### src/rtl/sram_async_pkg.sv
package sram_async_pkg;

  typedef struct packed {
    logic load;
    logic ceN;
    logic weN;
    logic oeN;
    logic drive;
    logic capture;
  } strobe_t;

  function automatic int ceilDiv(input int num, input int den);
    return (num + den - 1) / den;
  endfunction

  function automatic int maxOf(input int a, input int b);
    return (a > b) ? a : b;
  endfunction

endpackage

### src/rtl/sram_async_control.sv
module sram_async_control
  import sram_async_pkg::*;
#(
  parameter int CLK_PERIOD_NS = 10,
  parameter int T_CYCLE_NS    = 100,
  parameter int T_WE_PULSE_NS = 60,
  parameter int T_ADDR_WE_NS  = 80,
  parameter int T_DSETUP_NS   = 40,
  parameter int T_WE_HIZ_NS   = 30,
  parameter int T_WE_GAP_NS   = 5,
  parameter int T_ACCESS_NS   = 100
) (
  input  logic    clk,
  input  logic    rstN,
  input  logic    req,
  input  logic    we,
  output logic    ready,
  output logic    done,
  output strobe_t strb
);

  localparam int NHIZ   = ceilDiv(T_WE_HIZ_NS, CLK_PERIOD_NS);
  localparam int NDS    = maxOf(ceilDiv(T_DSETUP_NS, CLK_PERIOD_NS), 1);
  localparam int NCYC   = ceilDiv(T_CYCLE_NS, CLK_PERIOD_NS);
  localparam int NWEL   = maxOf(maxOf(ceilDiv(T_WE_PULSE_NS, CLK_PERIOD_NS),
                                      ceilDiv(T_ADDR_WE_NS, CLK_PERIOD_NS)),
                                NHIZ + NDS);
  localparam int NGAP   = maxOf(ceilDiv(T_WE_GAP_NS, CLK_PERIOD_NS), 1);
  localparam int NREC   = maxOf(NCYC - NWEL, NGAP);
  localparam int NRD    = maxOf(ceilDiv(T_ACCESS_NS, CLK_PERIOD_NS), NCYC);
  localparam int NMAX   = maxOf(maxOf(NWEL, NREC), NRD);
  localparam int CW     = $clog2(NMAX + 1);

  typedef enum logic [2:0] {
    ST_IDLE, ST_WR_HIZ, ST_WR_DRV, ST_WR_REC, ST_RD
  } state_t;

  state_t        state;
  logic [CW-1:0] cnt;
  logic          cntZero;

  assign cntZero = (cnt == '0);
  assign ready   = (state == ST_IDLE);

  always_comb begin
    strb         = '0;
    strb.load    = (state == ST_IDLE) && req;
    strb.ceN     = !((state == ST_WR_HIZ) || (state == ST_WR_DRV) || (state == ST_RD));
    strb.weN     = !((state == ST_WR_HIZ) || (state == ST_WR_DRV));
    strb.oeN     = (state != ST_RD);
    strb.drive   = (state == ST_WR_DRV);
    strb.capture = (state == ST_RD) && cntZero;
  end

  always_ff @(posedge clk) begin
    if (!rstN) begin
      state <= ST_IDLE;
      cnt   <= '0;
      done  <= 1'b0;
    end else begin
      done <= 1'b0;
      unique case (state)
        ST_IDLE: begin
          if (req) begin
            if (!we) begin
              state <= ST_RD;
              cnt   <= CW'(NRD - 1);
            end else if (NHIZ > 0) begin
              state <= ST_WR_HIZ;
              cnt   <= CW'(NHIZ - 1);
            end else begin
              state <= ST_WR_DRV;
              cnt   <= CW'(NWEL - 1);
            end
          end
        end
        ST_WR_HIZ: begin
          if (cntZero) begin
            state <= ST_WR_DRV;
            cnt   <= CW'(NWEL - NHIZ - 1);
          end else cnt <= cnt - 1'b1;
        end
        ST_WR_DRV: begin
          if (cntZero) begin
            state <= ST_WR_REC;
            cnt   <= CW'(NREC - 1);
          end else cnt <= cnt - 1'b1;
        end
        ST_WR_REC: begin
          if (cntZero) begin
            state <= ST_IDLE;
            done  <= 1'b1;
          end else cnt <= cnt - 1'b1;
        end
        ST_RD: begin
          if (cntZero) begin
            state <= ST_IDLE;
            done  <= 1'b1;
          end else cnt <= cnt - 1'b1;
        end
        default: state <= ST_IDLE;
      endcase
    end
  end

  // Independent run-length of the write-enable low phase
  logic [CW:0] weRun;
  always_ff @(posedge clk) begin
    if (!rstN) weRun <= '0;
    else if (!strb.weN) weRun <= weRun + 1'b1;
    else weRun <= '0;
  end

  assert_we_width_R2: assert property (@(posedge clk) disable iff (!rstN)
    $rose(strb.weN) |-> ($past(weRun) >= (CW+1)'(NWEL - 1)));

  assert_done_pulse_R6: assert property (@(posedge clk) disable iff (!rstN)
    done |=> !done);

  assert_busy_accept_R6: assert property (@(posedge clk) disable iff (!rstN)
    $fell(ready) |-> $past(req));

endmodule

### src/rtl/sram_async_datapath.sv
module sram_async_datapath
  import sram_async_pkg::*;
#(
  parameter int ADDR_W = 19,
  parameter int DATA_W = 8
) (
  input  logic              clk,
  input  logic              rstN,
  input  strobe_t           strb,
  input  logic [ADDR_W-1:0] addr,
  input  logic [DATA_W-1:0] wdata,
  output logic [DATA_W-1:0] rdata,
  output logic [ADDR_W-1:0] memAddr,
  output logic              memCeN,
  output logic              memWeN,
  output logic              memOeN,
  output logic [DATA_W-1:0] memDout,
  output logic              memDoutEn,
  input  logic [DATA_W-1:0] memDin
);

  logic [ADDR_W-1:0] addrQ;
  logic [DATA_W-1:0] wdataQ;
  logic [DATA_W-1:0] rdataQ;

  always_ff @(posedge clk) begin
    if (!rstN) begin
      addrQ  <= '0;
      wdataQ <= '0;
      rdataQ <= '0;
    end else begin
      if (strb.load) begin
        addrQ  <= addr;
        wdataQ <= wdata;
      end
      if (strb.capture) rdataQ <= memDin;
    end
  end

  assign memAddr   = addrQ;
  assign memDout   = wdataQ;
  assign memDoutEn = strb.drive;
  assign memCeN    = strb.ceN;
  assign memWeN    = strb.weN;
  assign memOeN    = strb.oeN;
  assign rdata     = rdataQ;

  assert_drive_stable_R3: assert property (@(posedge clk) disable iff (!rstN)
    (memDoutEn && $past(memDoutEn)) |-> $stable(memDout));

  assert_addr_hold_R2: assert property (@(posedge clk) disable iff (!rstN)
    (!memCeN && $past(!memCeN)) |-> $stable(memAddr));

  assert_oe_in_write_R4: assert property (@(posedge clk) disable iff (!rstN)
    !memWeN |-> memOeN);

  assert_no_drive_read_R4: assert property (@(posedge clk) disable iff (!rstN)
    !memOeN |-> !memDoutEn);

endmodule

### src/rtl/sram_async_ctrl.sv
module sram_async_ctrl
  import sram_async_pkg::*;
#(
  parameter int ADDR_W        = 19,
  parameter int DATA_W        = 8,
  parameter int CLK_PERIOD_NS = 10,
  parameter int T_CYCLE_NS    = 100,
  parameter int T_WE_PULSE_NS = 60,
  parameter int T_ADDR_WE_NS  = 80,
  parameter int T_DSETUP_NS   = 40,
  parameter int T_WE_HIZ_NS   = 30,
  parameter int T_WE_GAP_NS   = 5,
  parameter int T_ACCESS_NS   = 100
) (
  input  logic              clk,
  input  logic              rstN,
  input  logic              req,
  input  logic              we,
  input  logic [ADDR_W-1:0] addr,
  input  logic [DATA_W-1:0] wdata,
  output logic              ready,
  output logic [DATA_W-1:0] rdata,
  output logic              done,
  output logic [ADDR_W-1:0] memAddr,
  output logic              memCeN,
  output logic              memWeN,
  output logic              memOeN,
  output logic [DATA_W-1:0] memDout,
  output logic              memDoutEn,
  input  logic [DATA_W-1:0] memDin
);

  strobe_t strb;

  sram_async_control #(
    .CLK_PERIOD_NS(CLK_PERIOD_NS), .T_CYCLE_NS(T_CYCLE_NS),
    .T_WE_PULSE_NS(T_WE_PULSE_NS), .T_ADDR_WE_NS(T_ADDR_WE_NS),
    .T_DSETUP_NS(T_DSETUP_NS), .T_WE_HIZ_NS(T_WE_HIZ_NS),
    .T_WE_GAP_NS(T_WE_GAP_NS), .T_ACCESS_NS(T_ACCESS_NS)
  ) control_i (
    .clk(clk), .rstN(rstN), .req(req), .we(we),
    .ready(ready), .done(done), .strb(strb)
  );

  sram_async_datapath #(.ADDR_W(ADDR_W), .DATA_W(DATA_W)) datapath_i (
    .clk(clk), .rstN(rstN), .strb(strb), .addr(addr), .wdata(wdata),
    .rdata(rdata), .memAddr(memAddr), .memCeN(memCeN), .memWeN(memWeN),
    .memOeN(memOeN), .memDout(memDout), .memDoutEn(memDoutEn), .memDin(memDin)
  );

endmodule

### config.mk
export PLATFORM = sky130hd
export DESIGN_NAME = sram_async_ctrl
export DESIGN_NICKNAME = d
export VERILOG_FILES = /design/src/rtl/sram_async_pkg.sv /design/src/rtl/sram_async_control.sv /design/src/rtl/sram_async_datapath.sv /design/src/rtl/sram_async_ctrl.sv
export SDC_FILE = /design/constraint.sdc
export NUM_CORES = 1
export LEC_CHECK = 0
export BUFFER_PORTS_ARGS = -buffer_cell sky130_fd_sc_hd__buf_4
export CAP_MARGIN = 20
export CELL_PAD_IN_SITES_DETAIL_PLACEMENT = 1
export CELL_PAD_IN_SITES_GLOBAL_PLACEMENT = 2
export CORE_MARGIN = 3
export CORE_UTILIZATION = 26
export DETAILED_ROUTE_END_ITERATION = 16
export PLACE_DENSITY_LB_ADDON = 0.1
export SLEW_MARGIN = 20
export SYNTH_ARGS = -nofsm -noshare
export SYNTH_HDL_FRONTEND = slang
export SYNTH_SLANG_ARGS = --single-unit
### constraint.sdc
create_clock -name clk -period 2.2 [get_ports clk]
set_clock_uncertainty 0.05 [all_clocks]
set_input_delay 0.44 -clock clk [delete_from_list [all_inputs] [get_ports clk]]
set_output_delay 0.44 -clock clk [all_outputs]
set_load 0.01 [all_outputs]
==> results.py, run 1 <==
metrics = {
    "status": {
        "status": "finished clean",
    },
    "setup_path": {
        "setup.worst_path.end_class": "output port",
        "crit_type": "reg2out",
        "arrival_ns": 1.52,
        "worst-path-max-fanout": 17,
        "r2r_cells": 6,
        "critPathLaunchType": "flip-flop",
        "critical_path_required_ns": 1.71,
    },
    "placed_design": {
        "dp_hpwl_um": 4098,
        "post-place-ws_ns": 0.3700,
        "globalplace.congestion": 0.7554,
        "placement.io_buffers": 79,
        "placed_area_um2": 2610,
        "dp_cells": 399,
    },
    "cells_and_area": {
        "drive_above_1_share_pct": 30.87,
        "final_cells": 407,
        "nets": 351,
        "stdcell_area_um2": 2695,
        "area_growth_pct": 39.87,
        "diodes": 0,
    },
    "die": {
        "dieWidth_um": 92.09,
        "boundaryPins": 80,
        "fp.dieH_um": 92.09,
        "coreArea_um2": 6982,
        "start_util_pct": 27.60,
        "rows": 30,
        "design.die.area_um2": 8480,
    },
    "global_routing": {
        "grt_max_degree": 45,
        "first_global_vias": 1827,
        "grt_usage_pct": 13.58,
        "grt-ovfl-total": 0,
        "grt_pass1_wl_um": 9335,
        "antenna_found_initial": 0,
    },
    "synth": {
        "synth_compound_area_share_pct": 21.43,
        "netlist_area_um2": 1927,
        "syn_inst": 233,
        "yosysUniqueCellTypes": 38,
        "synth_seq_cells": 43,
        "synth_fa_ha_area_share_pct": 1.299,
        "synthFlopType": "dfxtp_1",
        "synth_xor_xnor_area_share_pct": 1.364,
        "synth_nets": 274,
        "syn_area_per_cell_um2": 8.270,
        "synthMuxAreaShare_pct": 0,
        "yosysSeqAreaShare_pct": 44.68,
        "yosysWarnings": 0,
        "synthArstFlopShare_pct": 0,
        "yosys.area_share.simple_pct": 26.56,
        "synth_edf_count": 0,
        "synth_top_family_by_area": "simple AND/OR/NAND/NOR gates",
    },
    "timing": {
        "slew_violations": 0,
        "finalCritPeriodShare_pct": 91.49,
        "rsz0062_at_grt": "false",
        "finalWorstPathRequiredPeriod_ns": 2.013,
        "setup-tns-final_ns": 0,
        "max_freq_mhz": 496.8,
        "relSlewSlack_pct": 57.28,
        "layout_setup_ws_ns": 0.1871,
        "hold_viol_final": 0,
        "finalSetupViolCount": 0,
        "worstMarginPinSlew_ns": 0.6399,
    },
    "clock_tree": {
        "post_cts_buffers": 0,
        "path_clk_slew_ns": 0.08,
        "cts_buffers": 5,
        "cts_max_level": 2,
        "cts_tree": "yes",
        "cts_root_buf": "clkbuf_8",
        "cts.sinks": 43,
        "clkLatencyLatePin_ns": 0.29,
        "postCtsResizedCells": 0,
        "cts_hold_buf": 0,
        "clk_path_buf_depth": 2,
    },
    "pwr": {
        "p_total_w": 0.003017,
        "powerDensity_nw_per_um2": 1119,
        "leakagePower_nw": 1.162,
        "ir_worst_vdd_mv": 0.6733,
    },
    "flow_run": {
        "drv_cap": 0,
    },
    "detailed_routing": {
        "wirelength_um": 5657,
        "post-route-drc-count": 0,
        "routedWlPerCell_um": 13.90,
        "firstDrtPassIters": 4,
        "via_per_inst": 4.609,
        "vias": 1876,
        "antenna_left": 0,
        "drt-initial-drc-count": 28,
    },
    "worst_hold_path": {
        "worstHoldPathType": "in2reg",
        "hold_path_depth": 3,
    },
}
registers in the layout, indices dropped and copies added, names as in the netlist:
signal              cells
control_i.cnt           4
control_i.done          1
datapath_i.rdata        8
datapath_i.memAddr     19
control_i.state         3
datapath_i.memDout      8
where the power goes:
part	internal, W	leakage, nW	total, W	switching (W)
clock	0.000222	0.0412	0.000507	0.000284
combinational	0.000635	0.769	0.00140	0.000766
sequential	0.000936	0.352	0.00111	0.000173
total	0.00179	1.16	0.00302	0.00122
worst max-delay path, cell delays in order, from the launching register on:
cell,delay (ns)
dfxtp_1,0.74
xor2_1,0.24
a21oi_1,0.09
buf_4,0.16
worst paths after layout:
kind	startpoint	to	slack, ns
min	addr[9]	datapath_i.memAddr[9]	0.33
max reg2reg	control_i.cnt[0]	control_i.cnt[3]	0.38
min reg2reg	datapath_i.memAddr[17]	datapath_i.memAddr[17]	0.40
max	control_i.state[0]	memCeN	0.19
through the flow:
stage	hold WS, ns	util, %
floorplan	0.3915	-
global placement	0.3916	37.38
detailed placement	0.3955	37.38
CTS	0.3274	38.60
global route	0.3223	38.60
finish	0.3325	38.60
cell families after synthesis:
family,count (synthesis)
simple gates,109
fa+ha+maj,2
flops,43
xor+xnor,3
buf+inv,19
compound gates,57
synthesized netlist by cell type (all sizes together), types with 2 or more instances:
library cell  number  share of area (%)
nand3             11                2.9
nor3               4                1.6
a21oi              5                1.3
xnor2              2               0.91
inv                4               0.78
dfxtp             43                 45
ha                 2                1.3
nor3b              3                1.7
a21boi            35                 14
and3               3               0.97
clkbuf             7                1.4
nor2               6                1.2
nand2             74                 14
o21ai              5                1.3
o221ai             2               0.91
buf                8                2.5
a211oi             3                1.2
placed cells by master (no fill, tap or decap), types with 2 or more instances in the layout:
cell      instances
a211oi_1          3
a21boi_1         35
a21oi_1           5
and3_1            3
buf_4            85
clkbuf_8          5
dfxtp_1          43
ha_1              2
inv_1             4
nand2_1          74
nand3_1          11
nor2_1            6
nor3_1            3
nor3b_2           2
o21ai_1           4
o221ai_1          2
xnor2_1           2
area by class of cell:
type                            count  area, um2
Fill cell                         884       4287
Multi-Input combinational cell    171      975.9
Sequential cell                    43      860.8
Timing Repair Buffer               85      638.1
Tap cell                           96      120.1
Clock buffer                        6      72.57
Inverter                            4      15.01
Clock inverter                      2      12.51
routing by layer:
metal  wire length [um]  global-route usage (%)
met5                  0                       0
met4                 57                   4.455
met3                277                   3.527
met2               2678                   21.29
met1               2643                   18.11
Power figures use the tool's default switching activity.
==> inputs of run 2 (changes only) <==
--- a/config.mk
+++ b/config.mk
@@ -5,14 +5,16 @@
 export SDC_FILE = /design/constraint.sdc
 export NUM_CORES = 1
 export LEC_CHECK = 0
+export ABC_AREA = 1
 export BUFFER_PORTS_ARGS = -buffer_cell sky130_fd_sc_hd__buf_4
 export CAP_MARGIN = 20
-export CELL_PAD_IN_SITES_DETAIL_PLACEMENT = 1
-export CELL_PAD_IN_SITES_GLOBAL_PLACEMENT = 2
+export CELL_PAD_IN_SITES_DETAIL_PLACEMENT = 0
+export CELL_PAD_IN_SITES_GLOBAL_PLACEMENT = 1
 export CORE_MARGIN = 3
-export CORE_UTILIZATION = 26
+export CORE_UTILIZATION = 32
 export DETAILED_ROUTE_END_ITERATION = 16
 export PLACE_DENSITY_LB_ADDON = 0.1
+export RECOVER_POWER = 25
 export SLEW_MARGIN = 20
 export SYNTH_ARGS = -nofsm -noshare
 export SYNTH_HDL_FRONTEND = slang
==> results.py, run 2 <==
metrics = {
    "global_routing": {
        "met2_usage_pct": 23.86,
        "grt_use_met3_pct": 5.921,
        "grt_usage_pct": 14.65,
        "grt_max_degree": 43,
        "grt_pass1_wl_um": 7527,
        "gr-usage-met1_pct": 17.09,
        "gr-max-usage-layer": "met2",
        "grt-ovfl-total": 0,
        "first_global_vias": 1684,
        "antenna_found_initial": 0,
    },
    "timing": {
        "finalWorstPathRequiredPeriod_ns": 1.847,
        "setup-tns-final_ns": 0,
        "hold_viol_final": 0,
        "finalCritPeriodShare_pct": 83.95,
        "rsz0062_at_grt": "false",
        "max_freq_mhz": 541.4,
        "worstMarginPinSlew_ns": 0.5216,
        "relSlewSlack_pct": 65.17,
        "finalSetupViolCount": 0,
        "slew_violations": 0,
        "layout_setup_ws_ns": 0.3530,
    },
    "setup_path": {
        "setup.worst_path.end_class": "output port",
        "worstPathCellList": "inv_1 > nand3_2 > nand2_1 > nor2_2 > buf_4",
        "crit_type": "reg2out",
        "r2r_start": "control_i.state[2]",
        "arrival_ns": 1.36,
        "slowest_delay_ns": 0.52,
        "worst-path-max-fanout": 9,
        "crit_path_top_delay_cell": "dfxtp_1",
        "critical_path_required_ns": 1.71,
        "r2r_cells": 6,
        "r2r_slack_ns": 0.63,
        "critPathLaunchType": "flip-flop",
        "reg2reg_to": "control_i.state[2]",
    },
    "synth": {
        "netlist_top_cells_count": "83 x nor2_1, 43 x dfxtp_1, 39 x o21ai_0",
        "synth.top_cell.area_share_pct": 47.25,
        "yosysWarnings": 0,
        "synth.area.top_cells": "dfxtp_1 47%, nor2_1 17%, o21ai_0 11%",
        "syn_inst": 245,
        "synth_seq_cells": 43,
        "yosysMostFrequentCell": "nor2_1",
        "yosysSeqAreaShare_pct": 47.25,
        "synthArstFlopShare_pct": 0,
        "yosysUniqueCellTypes": 23,
        "synthFlopType": "dfxtp_1",
        "yosys.area.top_type": "dfxtp_1",
        "netlist_area_um2": 1822,
        "synth_nets": 286,
        "synth_edf_count": 0,
        "syn_area_per_cell_um2": 7.436,
    },
    "clock_tree": {
        "clk_path_buf_depth": 2,
        "postCtsResizedCells": 0,
        "cts_tree": "yes",
        "cts.sinks": 43,
        "clkLatencyLatePin_ns": 0.29,
        "post_cts_buffers": 0,
        "cts_max_level": 2,
        "cts_root_buf": "clkbuf_8",
        "cts_buffers": 5,
        "cts_hold_buf": 0,
        "path_clk_slew_ns": 0.08,
    },
    "flow_run": {
        "drv_cap": 0,
    },
    "worst_hold_path": {
        "worstHoldPathType": "in2reg",
        "hold_path_depth": 3,
        "holdPathEnd": "datapath_i.memAddr[3]",
        "hold_path.startpoint": "addr[3]",
    },
    "cells_and_area": {
        "fillers": 579,
        "drive_above_1_share_pct": 28.09,
        "fin_util_pct": 46.74,
        "ff_latch_area_um2": 860.8,
        "final_common_cell": "nor2_1",
        "nets": 364,
        "largest_register_ff_count": 19,
        "area_growth_pct": 36.06,
        "diodes": 0,
        "final_cell_mix": "83 x nor2_1, 59 x buf_4, 43 x dfxtp_1",
        "multi_input_area_um2": 837.1,
    },
    "pwr": {
        "leakagePower_nw": 1.191,
        "p_seq_share_pct": 37.3,
        "powerDensity_nw_per_um2": 1189,
        "pwr-share-comb_pct": 44.3,
        "intPower_w": 0.001769,
        "p_sw_share_pct": 39.97,
        "clkPwrFrac_pct": 18.4,
        "p_sw_w": 0.001177,
        "ir_worst_vdd_mv": 0.4945,
    },
    "detailed_routing": {
        "antenna_left": 0,
        "vias": 1754,
        "firstDrtPassIters": 4,
        "via_per_inst": 4.452,
        "routedWlPerCell_um": 11.76,
        "wirelength_um": 4633,
        "drt-initial-drc-count": 90,
        "post-route-drc-count": 0,
    },
    "die": {
        "fp.dieH_um": 81.45,
        "coreArea_um2": 5303,
        "design.die.area_um2": 6634,
        "start_util_pct": 34.36,
        "boundaryPins": 80,
        "rows": 26,
        "dieWidth_um": 81.45,
    },
    "placed_design": {
        "post-place-ws_ns": 0.6258,
        "placement.io_buffers": 79,
        "dp_hpwl_um": 3348,
        "globalplace.congestion": 0.7919,
    },
    "status": {
        "status": "finished clean",
    },
}
## run 2: metal layers
metal / up-vias / part of all wire (%)
met4: 0 / 1.7
met1: 760 / 42
li1: 932 / -
met3: 8 / 8.6
met5: - / 0
met2: 54 / 48
## run 2: final cells by class
cell class | instances | area share (%)
clock buffers | 8 | 4.038
inverters | 19 | 2.877
multi-input cells | 174 | 33.77
flip-flops and latches | 43 | 34.73
well taps | 70 | 3.534
repair buffers | 80 | 21.05
## run 2: worst max-delay path by stage
stage / startpoint / end / cells after the start
6_report: control_i.state[1] / memCeN / 5
5_1_grt: control_i.state[0] / memCeN / 5
4_1_cts: control_i.state[0] / memCeN / 5
3_5_place_dp: control_i.state[2] / control_i.state[2] / 6
3_3_place_gp: control_i.state[2] / control_i.state[2] / 6
2_1_floorplan: control_i.cnt[0] / control_i.cnt[0] / 9
## run 2: critical path: cells and delay by family, from the launching register on
family | cells | cell delay, ns
flops | 1 | 0.52
simple gates | 3 | 0.32
buf+inv | 2 | 0.22
## run 2: cells by family after synthesis
kind of cell | count (synthesis) | share of synthesized area, %
buf+inv | 28 | 6.799
xor+xnor | 1 | 0.4809
compound gates | 49 | 14.42
flops | 43 | 47.25
fa+ha+maj | 2 | 1.373
simple gates | 122 | 29.67
## run 2: power groups by stage
stage / registers [W] / clock network [W] / logic [W]
floorplan: 0.00116 / 0 / 0.000838
global placement: 0.00112 / 0 / 0.00139
detailed placement: 0.00112 / 0 / 0.00138
CTS: 0.00110 / 0.000568 / 0.00139
global route: 0.00113 / 0.000592 / 0.00149
finish: 0.00110 / 0.000542 / 0.00130
## run 2: metrics by stage
| step | instance area [um2] | hold WS [ns] | cells | total power (W) |
|---|---|---|---|---|
| 6_report | 2479 | 0.3159 | 394 | 0.002946 |
| 5_1_grt | 2479 | 0.3047 | 394 | 0.003209 |
| 4_1_cts | 2557 | 0.3055 | 394 | 0.003057 |
| 3_5_place_dp | 2457 | 0.4256 | 386 | 0.002499 |
| 3_3_place_gp | 2457 | 0.4332 | 386 | 0.002515 |
| 2_1_floorplan | 1822 | 0.4056 | 245 | 0.001999 |
==> inputs of run 3 (changes only) <==
--- a/config.mk
+++ b/config.mk
@@ -5,13 +5,13 @@
 export SDC_FILE = /design/constraint.sdc
 export NUM_CORES = 1
 export LEC_CHECK = 0
-export ABC_AREA = 1
+export ABC_AREA = 0
 export BUFFER_PORTS_ARGS = -buffer_cell sky130_fd_sc_hd__buf_4
 export CAP_MARGIN = 20
 export CELL_PAD_IN_SITES_DETAIL_PLACEMENT = 0
 export CELL_PAD_IN_SITES_GLOBAL_PLACEMENT = 1
 export CORE_MARGIN = 3
-export CORE_UTILIZATION = 32
+export CORE_UTILIZATION = 30
 export DETAILED_ROUTE_END_ITERATION = 16
 export PLACE_DENSITY_LB_ADDON = 0.1
 export RECOVER_POWER = 25
==> constraint.sdc (replaced) <==
create_clock -name clk -period 1.6 [get_ports clk]
set_clock_uncertainty 0.05 [all_clocks]
set_input_delay 0.32 -clock clk [delete_from_list [all_inputs] [get_ports clk]]
set_output_delay 0.32 -clock clk [all_outputs]
set_load 0.01 [all_outputs]
==> results.py, run 3 (synthesis results as in run 1) <==
metrics = {
    "global_routing": {
        "grt-ovfl-total": 0,
        "grt_usage_pct": 14.16,
        "first_global_vias": 1772,
        "antenna_found_initial": 0,
        "grt_pass1_wl_um": 8376,
        "grt_max_degree": 37,
    },
    "clock_tree": {
        "path_clk_slew_ns": 0.09,
        "cts_hold_buf": 0,
        "clkLatencyLatePin_ns": 0.30,
        "clk_path_buf_depth": 2,
        "cts.sinks": 43,
        "cts_root_buf": "clkbuf_8",
        "cts_tree": "yes",
        "cts_max_level": 2,
        "cts_buffers": 5,
    },
    "setup_path": {
        "reg2reg_to": "control_i.cnt[2]",
        "slowest_delay_ns": 0.39,
        "setup.worst_path.end_class": "output port",
        "critPathBufInv": 2,
        "crit_family": "flip-flops",
        "r2r_slack_ns": 0,
        "arrival_ns": 1.24,
        "critical_path_required_ns": 1.23,
        "worstPathCellList": "buf_6 > xor2_2 > a21oi_1 > buf_4",
        "r2r_start": "control_i.cnt[0]",
        "critPathLaunchType": "flip-flop",
        "worst-path-max-fanout": 7,
        "crit_path_top_delay_cell": "dfxtp_4",
        "crit_type": "reg2out",
        "r2r_cells": 5,
    },
    "die": {
        "boundaryPins": 80,
        "coreArea_um2": 6061,
        "design.die.area_um2": 7420,
        "dieWidth_um": 86.14,
        "start_util_pct": 31.79,
        "rows": 28,
        "fp.dieH_um": 86.14,
    },
    "worst_hold_path": {
        "hold_path_depth": 3,
        "holdPathEnd": "datapath_i.memAddr[9]",
        "hold_path.startpoint": "addr[9]",
        "worstHoldPathType": "in2reg",
    },
    "detailed_routing": {
        "via_per_inst": 4.749,
        "vias": 1952,
        "wirelength_um": 5577,
        "drt-initial-drc-count": 44,
        "firstDrtPassIters": 4,
        "routedWlPerCell_um": 13.57,
        "post-route-drc-count": 0,
        "antenna_left": 0,
    },
    "pwr": {
        "clkPwrFrac_pct": 17.6,
        "p_seq_share_pct": 30.6,
        "p_sw_w": 0.001850,
        "p_total_w": 0.004904,
        "powerDensity_nw_per_um2": 1679,
        "pwr-share-comb_pct": 51.8,
        "p_sw_share_pct": 37.71,
        "intPower_w": 0.003055,
        "leakagePower_nw": 1.252,
        "ir_worst_vdd_mv": 0.7713,
    },
    "timing": {
        "hold_viol_final": 0,
        "setup-tns-final_ns": -0.01311,
        "worstMarginPinSlew_ns": 0.3970,
        "slew_violations": 0,
        "layout_setup_ws_ns": -0.01311,
        "finalSetupViolCount": 1,
        "rsz0062_at_grt": "true",
        "max_freq_mhz": 619.9,
        "finalWorstPathRequiredPeriod_ns": 1.613,
        "finalCritPeriodShare_pct": 100.8,
        "relSlewSlack_pct": 73.33,
    },
    "placed_design": {
        "placement.io_buffers": 79,
        "dp_hpwl_um": 3730,
        "globalplace.congestion": 0.7978,
        "placed_area_um2": 2729,
    },
    "cells_and_area": {
        "drive_above_1_share_pct": 34.82,
        "largest_register_ff_count": 19,
        "multi_input_area_um2": 1021,
        "final_cell_mix": "84 x buf_4, 74 x nand2_1, 38 x dfxtp_1",
        "area_growth_pct": 51.62,
        "diodes": 0,
        "nets": 376,
        "fillers": 650,
        "fin_util_pct": 48.20,
        "final_common_cell": "buf_4",
        "stdcell_area_um2": 2922,
        "ff_latch_area_um2": 874.6,
    },
    "flow_run": {
        "drv_cap": 0,
    },
    "status": {
        "violations": "negative setup slack",
        "status": "finished with violations",
    },
}
## run 3: what timing repair did
item,in CTS,in global routing
pin swaps,3,1
gates resized for setup,12,10
buffers inserted,3,8
endpoints found under the setup margin,19,17
## run 3: stage by stage
| step | hold WS (ns) | std cells | setup WS, ns |
|---|---|---|---|
| 2_1_floorplan | 0.3915 | 233 | 0.006527 |
| 3_3_place_gp | 0.3910 | 392 | -0.02945 |
| 3_5_place_dp | 0.3950 | 392 | -0.08365 |
| 4_1_cts | 0.2008 | 403 | -0.02626 |
| 5_1_grt | 0.1977 | 411 | -0.07311 |
| 6_report | 0.2060 | 411 | -0.01311 |
## run 3: worst max-delay path by stage
stage / slack (ns) / start / cells after the start / endpoint
floorplan: 0.007 / control_i.cnt[0] / 5 / control_i.cnt[2]
global placement: -0.03 / control_i.cnt[1] / 6 / datapath_i.rdata[0]
detailed placement: -0.08 / control_i.cnt[1] / 6 / control_i.state[1]
CTS: -0.03 / control_i.state[0] / 4 / memCeN
global route: -0.07 / control_i.cnt[0] / 6 / control_i.cnt[2]
finish: -0.01 / control_i.state[0] / 4 / memCeN
## run 3: power by group through the flow
stage / clock (W) / combinational, W / sequential, W
floorplan: 0 / 0.00128 / 0.00152
global placement: 0 / 0.00228 / 0.00150
detailed placement: 0 / 0.00227 / 0.00150
CTS: 0.000885 / 0.00239 / 0.00150
global route: 0.000943 / 0.00278 / 0.00153
finish: 0.000866 / 0.00254 / 0.00150
## run 3: area by class of cell
type	instances	share of cell area, %
Timing Repair Buffer	110	27.45
Inverter	4	0.5996
Clock inverter	3	1.499
Multi-Input combinational cell	171	34.95
Sequential cell	43	29.94
Clock buffer	5	2.355
Tap cell	75	3.212
## run 3: routing by layer
metal / track usage, % / up-vias / wire, um
li1: - / 994 / -
met1: 17.86 / 890 / 2474
met2: 22.78 / 62 / 2610
met3: 4.131 / 6 / 422
met4: 5.324 / 0 / 69
met5: 0 / - / 0
## run 3: worst min-delay path, delay by kind of cell
family,cells,cell delay [ns]
buffers and inverters,1,0.11
AOI/OAI and AO/OA,1,0.05
and+or+nand+nor,1,0.04
